$ cat src/rtl/sdclk_pkg.sv
package sdclk_pkg;

    // Control states of the divider
    typedef enum logic [1:0] {
        ST_SETTLE = 2'd0,   // new ratio in use, waiting one full period
        ST_READY  = 2'd1,   // ratio settled, output held quiet
        ST_RUN    = 2'd2    // strobes issued once per period
    } sdclk_state_e;

endpackage

$ cat src/rtl/sdclk_ratio.sv
// Converts the settings copy into the last count of one output period (ratio - 1).
module sdclk_ratio #(
    parameter int PRESC_W = 8,
    parameter int DIV_W   = 4,
    parameter int CNT_W   = DIV_W + PRESC_W + 1
) (
    input  logic [PRESC_W-1:0] presc,
    input  logic [DIV_W-1:0]   divf,
    output logic [CNT_W-1:0]   last
);
    localparam int SH_W = $clog2(PRESC_W + 2);

    logic [SH_W-1:0]  shift_amt;
    logic [CNT_W-1:0] div_factor;

    // The highest set bit wins: later loop passes overwrite earlier ones
    always_comb begin
        shift_amt = '0;
        for (int i = 0; i < PRESC_W; i++) begin
            if (presc[i]) begin
                shift_amt = SH_W'(i + 1);
            end
        end
    end

    assign div_factor = CNT_W'(divf) + CNT_W'(1);
    assign last       = (div_factor << shift_amt) - CNT_W'(1);

endmodule

$ cat src/rtl/sdclk_field_watch.sv
// Holds the settings in use and flags any difference from the inputs.
module sdclk_field_watch #(
    parameter int                 PRESC_W   = 8,
    parameter int                 DIV_W     = 4,
    parameter logic [PRESC_W-1:0] RST_PRESC = {1'b1, {(PRESC_W-1){1'b0}}},
    parameter logic [DIV_W-1:0]   RST_DIV   = '0
) (
    input  logic               clk,
    input  logic               rst_n,
    input  logic [PRESC_W-1:0] presc_in,
    input  logic [DIV_W-1:0]   div_in,
    output logic [PRESC_W-1:0] presc_act,
    output logic [DIV_W-1:0]   div_act,
    output logic               changed
);
    assign changed = (presc_in != presc_act) || (div_in != div_act);

    always_ff @(posedge clk or negedge rst_n) begin
        if (!rst_n) begin
            presc_act <= RST_PRESC;
            div_act   <= RST_DIV;
        end else if (changed) begin
            presc_act <= presc_in;
            div_act   <= div_in;
        end
    end

endmodule

$ cat src/rtl/sdclk_phase_cnt.sv
// Counts base cycles within one output period.
module sdclk_phase_cnt #(
    parameter int CNT_W = 13
) (
    input  logic             clk,
    input  logic             rst_n,
    input  logic             clr,
    input  logic [CNT_W-1:0] last,
    output logic             at_end
);
    logic [CNT_W-1:0] cnt_q;

    assign at_end = (cnt_q == last);

    always_ff @(posedge clk or negedge rst_n) begin
        if (!rst_n) begin
            cnt_q <= '0;
        end else if (clr) begin
            cnt_q <= '0;
        end else begin
            cnt_q <= cnt_q + CNT_W'(1);
        end
    end

endmodule

$ cat src/rtl/sdclk_divider.sv
module sdclk_divider
    import sdclk_pkg::*;
#(
    parameter int PRESC_W = 8,
    parameter int DIV_W   = 4
) (
    input  logic               base_clk,
    input  logic               rst_n,
    input  logic [PRESC_W-1:0] presc_sel,
    input  logic [DIV_W-1:0]   div_sel,
    input  logic               card_clk_en,
    output logic               card_tick,
    output logic               clk_stable
);
    localparam int CNT_W = DIV_W + PRESC_W + 1;

    sdclk_state_e       state_q, state_d;
    logic [PRESC_W-1:0] presc_act;
    logic [DIV_W-1:0]   div_act;
    logic [CNT_W-1:0]   period_last;
    logic               fields_changed;
    logic               at_end;
    logic               cnt_clr;

    sdclk_field_watch #(
        .PRESC_W  (PRESC_W),
        .DIV_W    (DIV_W),
        .RST_PRESC({1'b1, {(PRESC_W-1){1'b0}}}),
        .RST_DIV  ('0)
    ) u_watch (
        .clk      (base_clk),
        .rst_n    (rst_n),
        .presc_in (presc_sel),
        .div_in   (div_sel),
        .presc_act(presc_act),
        .div_act  (div_act),
        .changed  (fields_changed)
    );

    sdclk_ratio #(
        .PRESC_W(PRESC_W),
        .DIV_W  (DIV_W),
        .CNT_W  (CNT_W)
    ) u_ratio (
        .presc(presc_act),
        .divf (div_act),
        .last (period_last)
    );

    // The counter restarts on a change, at every period end and while idle
    assign cnt_clr = fields_changed || at_end || (state_q == ST_READY);

    sdclk_phase_cnt #(
        .CNT_W(CNT_W)
    ) u_cnt (
        .clk   (base_clk),
        .rst_n (rst_n),
        .clr   (cnt_clr),
        .last  (period_last),
        .at_end(at_end)
    );

    // Next-state logic
    always_comb begin
        state_d = state_q;
        if (fields_changed) begin
            state_d = ST_SETTLE;
        end else begin
            unique case (state_q)
                ST_SETTLE: if (at_end)                     state_d = ST_READY;
                ST_READY:  if (card_clk_en)                state_d = ST_RUN;
                ST_RUN:    if (at_end && !card_clk_en)     state_d = ST_READY;
                default:                                   state_d = ST_SETTLE;
            endcase
        end
    end

    // State register
    always_ff @(posedge base_clk or negedge rst_n) begin
        if (!rst_n) begin
            state_q <= ST_SETTLE;
        end else begin
            state_q <= state_d;
        end
    end

    // Outputs: strobe is registered, stable decodes the state
    always_ff @(posedge base_clk or negedge rst_n) begin
        if (!rst_n) begin
            card_tick <= 1'b0;
        end else begin
            card_tick <= !fields_changed && (state_q == ST_RUN) && at_end;
        end
    end

    assign clk_stable = (state_q != ST_SETTLE);

endmodule

$ cat config.mk
export PLATFORM = sky130hd
export DESIGN_NAME = sdclk_divider
export DESIGN_NICKNAME = d
export VERILOG_FILES = /design/src/rtl/sdclk_pkg.sv /design/src/rtl/sdclk_ratio.sv /design/src/rtl/sdclk_field_watch.sv /design/src/rtl/sdclk_phase_cnt.sv /design/src/rtl/sdclk_divider.sv
export SDC_FILE = /design/constraint.sdc
export NUM_CORES = 1
export LEC_CHECK = 0
export ABC_AREA = 1
export ABC_CLOCK_PERIOD_IN_PS = 4400
export BUFFER_PORTS_ARGS = -buffer_cell sky130_fd_sc_hd__buf_4
export CORE_MARGIN = 4
export CORE_UTILIZATION = 65
export CTS_CLUSTER_SIZE = 12
export DETAILED_ROUTE_END_ITERATION = 8
export PLACE_DENSITY_LB_ADDON = 0.12
export SETUP_SLACK_MARGIN = 0.15
export SLEW_MARGIN = 0
export SYNTH_ARGS = -nofsm -noshare
export SYNTH_HDL_FRONTEND = slang
export SYNTH_HIERARCHICAL = 1
export SYNTH_SLANG_ARGS = --single-unit
$ cat constraint.sdc
create_clock -name base_clk -period 4.4 [get_ports base_clk]
set_input_delay 0.66 -clock base_clk [delete_from_list [all_inputs] [get_ports base_clk]]
set_output_delay 0.66 -clock base_clk [all_outputs]
set_load 0.05 [all_outputs]
==> out/qor.tcl <==
set qor(tritoncts) {built}
set qor(syn-instance-count) 403
set qor(crit_path_top_delay_cell) {dfrtp_1}
set qor(async_flop_share) 1.000
set qor(postCtsSetupRepairBufs) 0
set qor(timing.critical_path.from_type) {register}
set qor(syn-cell-area_um2) 2516
set qor(post_dp_cell_area_um2) 2644
set qor(pwr_density_cell_nw_per_um2) 228.2
set qor(synth_top_area_frac) 0.2685
set qor(grt_max_degree) 29
set qor(synth-edff-count) 0
set qor(buffer_ports.inserted) 16
set qor(final_total_negative_setup_slack_ps) 0
set qor(core-area_um2) 3689
set qor(cts_root_buffer) {clkbuf_8}
set qor(post-dp-hpwl_mm) 4.067
set qor(postCtsHoldBufs) 0
set qor(r2r_end) {u_cnt/cnt_q[6]$_DFF_PN0_}
set qor(final-hold-violation-count) 0
set qor(critical_path_required_ps) 4570
set qor(setup.worst_path.end_class) {register}
set qor(finalCritPeriodShare) 0.8344
set qor(tritoncts.num_buffers) 3
set qor(post-synth-top-count-cell) {nand2_1}
set qor(reg2reg_from) {u_watch/presc_act[3]$_DFFE_PN0P_}
set qor(post-place-cells) 454
set qor(seq_area_frac_synth) 0.2790
set qor(power.switching_fraction) 0.3318
set qor(post_route_cells_drive_above_1_share) 0.1756
set qor(clock_latency_ps) 270
set qor(vias_after_detailed_routing) 2285
set qor(synth_top_area_cell) {dfrtp_1}
set qor(boundaryPins) 17
set qor(rrSetupSlack_ps) 730
set qor(fillers) 315
set qor(grt.overflow.total) 0
set qor(power.sequential.fraction) 0.439
set qor(first_pass_iters) 4
set qor(critPathMostFrequentCell) {nand2_1}
set qor(postLayoutCellArea_um2) 2699
set qor(skew_ps) 2.111
set qor(rsz0062_at_grt) {false}
set qor(hp-class) {primary input to asynchronous set/reset pin}
set qor(floorplan.initialDensity) 0.6822
set qor(clockPowerShare) 0.255
set qor(cts-htree-levels) 1
set qor(clk_path_buf_depth) 2
set qor(peakVddDrop_v) 0.0001820
set qor(maxSlewHeadroom) 0.7582
set qor(fmax_mhz) 272.4
set qor(layout.cells.non_filler) 458
set qor(worstMarginPinSlew_ps) 362.2
set qor(gr-usage-all-layers) 0.2179
set qor(die_area_um2) 4930
set qor(antenna_found_initial) 0
set qor(timing.max_cap.violations) 0
set qor(gp_congestion) 0.8559
set qor(yosysWarningCount) 6
set qor(power_switching_mw) 0.2044
set qor(clock_transition_at_the_registers_of_the_reported_paths_ps) 90
set qor(critical_path_peak_fanout) 8
set qor(outcome) {completed}
set qor(path_class) {register to register}
set qor(drt-initial-drc-count) 98
set qor(postSynthNetCount) 421
set qor(total_power_mw) 0.6159
set qor(ys_seq_elements) 28
set qor(drc_violation_count_after_routing) 0
set qor(fin_max_slew_vios) 0
set qor(leakagePower_nw) 1.509
set qor(wire_per_inst_um) 10.84
set qor(synth_cell_count_leaders) {136 x nand2_1, 74 x inv_1, 36 x nor2_1, 27 x dfrtp_1, 25 x nand3_1}
set qor(power_frac_comb) 0.305
set qor(finalCriticalPeriod_ps) 3672
set qor(syn_area_per_cell_um2) 6.244
set qor(die-width_um) 70.22
set qor(route.final.wire_length_mm) 4.966
set qor(p_int_mw) 0.4116
set qor(postRouteAntennaNets) 0
set qor(cts_sinks) 28
set qor(netlist_top_cells_area) {dfrtp_1 27%, nand2_1 20%, inv_1 11%, nor2_1 5.4%, nand3_1 5.0%}
set qor(finalNetCount) 429
set qor(grt_first_pass_wirelength_mm) 8.970
set qor(area_delta_synth_final_pct) 7.260
set qor(die_height_um) 70.22
set qor(avgViaCountPerCell) 4.989
set qor(timing.critical_path.slowest_cell_delay_ps) 410
set qor(rows) 22
set qor(first_global_vias) 2149
set qor(synthFlopType) {dfrtp_1}
set qor(setup_violations) 0
set qor(critPathArrivalTime_ps) 3840
set qor(ys_types) 33
set qor(reg2reg_depth) 29
set qor(post_cts_resized) 0
set qor(antenna-diode-count) 0
## area by class of cell
cell class / count / area, um^2 / share of cell area
well taps: 48 / 60.06 / 0.02225
flip-flops and latches: 28 / 701.9 / 0.2601
multi-input cells: 284 / 1466 / 0.5433
repair buffers: 16 / 120.1 / 0.04451
inverters: 78 / 295.3 / 0.1094
clock buffers: 4 / 55.05 / 0.02040
## registers in the layout, indices dropped and copies added, names as in the netlist
name               cells
u_watch/presc_act      8
u_cnt/cnt_q           13
card_tick              1
u_watch/div_act        4
state_q                2
## power by group through the flow
stage               Clock (mW)  Sequential (mW)  Combinational [mW]
finish                   0.157            0.271               0.188
global route             0.170            0.272               0.215
CTS                      0.160            0.271               0.188
detailed placement           0            0.276               0.186
global placement             0            0.275               0.184
floorplan                    0            0.273               0.150
## layout by cell type (no fill, tap or decap), drive strengths merged
cell and count:
nand2 153, inv 78, nor2 51, nand3 35, dfrtp 27, buf 16, o21ai 12, xnor2 9
a21oi 6, nand4 5, clkbuf 4, xor2 4, ha 3, nand3b 2, nor3 2, and3 1
o22ai 1, dfstp 1
## stage by stage
| stage | hold WS, ps | worst slack [ps] | utilization |
|---|---|---|---|
| 2_1_floorplan | 364.4 | 1410 | - |
| 3_3_place_gp | 484.5 | 967.1 | 0.7168 |
| 3_5_place_dp | 483.8 | 833.9 | 0.7168 |
| 4_1_cts | 290.4 | 721.3 | 0.7317 |
| 5_1_grt | 302.3 | 335.3 | 0.7317 |
| 6_report | 285.2 | 728.5 | 0.7317 |
## worst max-delay path, delay by kind of cell (launching register included)
| kind | cells | cell delay (ps) |
|---|---|---|
| buffers and inverters | 6 | 480 |
| flip-flops | 1 | 410 |
| AND/OR/NAND/NOR | 19 | 2020 |
| AO/OA/AOI/OAI | 3 | 420 |
| adder cells (fa/ha/maj) | 1 | 210 |
## worst max path at each step
stage	end	cells after the start	slack (ps)	from
3_3_place_gp	u_cnt/cnt_q[6]$_DFF_PN0_	26	970	u_watch/presc_act[7]$_DFFE_PN1P_
3_5_place_dp	u_cnt/cnt_q[6]$_DFF_PN0_	26	830	u_watch/presc_act[7]$_DFFE_PN1P_
2_1_floorplan	u_cnt/cnt_q[6]$_DFF_PN0_	27	1410	u_watch/presc_act[7]$_DFFE_PN1P_
4_1_cts	u_cnt/cnt_q[6]$_DFF_PN0_	29	720	u_watch/presc_act[3]$_DFFE_PN0P_
6_report	u_cnt/cnt_q[6]$_DFF_PN0_	29	730	u_watch/presc_act[3]$_DFFE_PN0P_
5_1_grt	u_cnt/cnt_q[6]$_DFF_PN0_	29	340	u_watch/presc_act[3]$_DFFE_PN0P_
## layer usage
layer / share of wire / GRT usage
met4: 0.016 / 0.07660
met5: 0 / 0
met2: 0.46 / 0.3767
met1: 0.48 / 0.2884
met3: 0.040 / 0.01151
## kinds of logic (layout without fill, tap and decap cells)
| family | Yosys count | in the layout | share of synthesized area |
|---|---|---|---|
| adders and majority gates | 3 | 3 | 0.01492 |
| xor gates and xnor gates | 13 | 13 | 0.04525 |
| and+or+nand+nor | 249 | 249 | 0.4813 |
| DFF | 28 | 28 | 0.2790 |
| AOI/OAI and AO/OA | 19 | 19 | 0.04127 |
| buffers and inverters | 91 | 98 | 0.1382 |
Power figures use the tool's default switching activity.
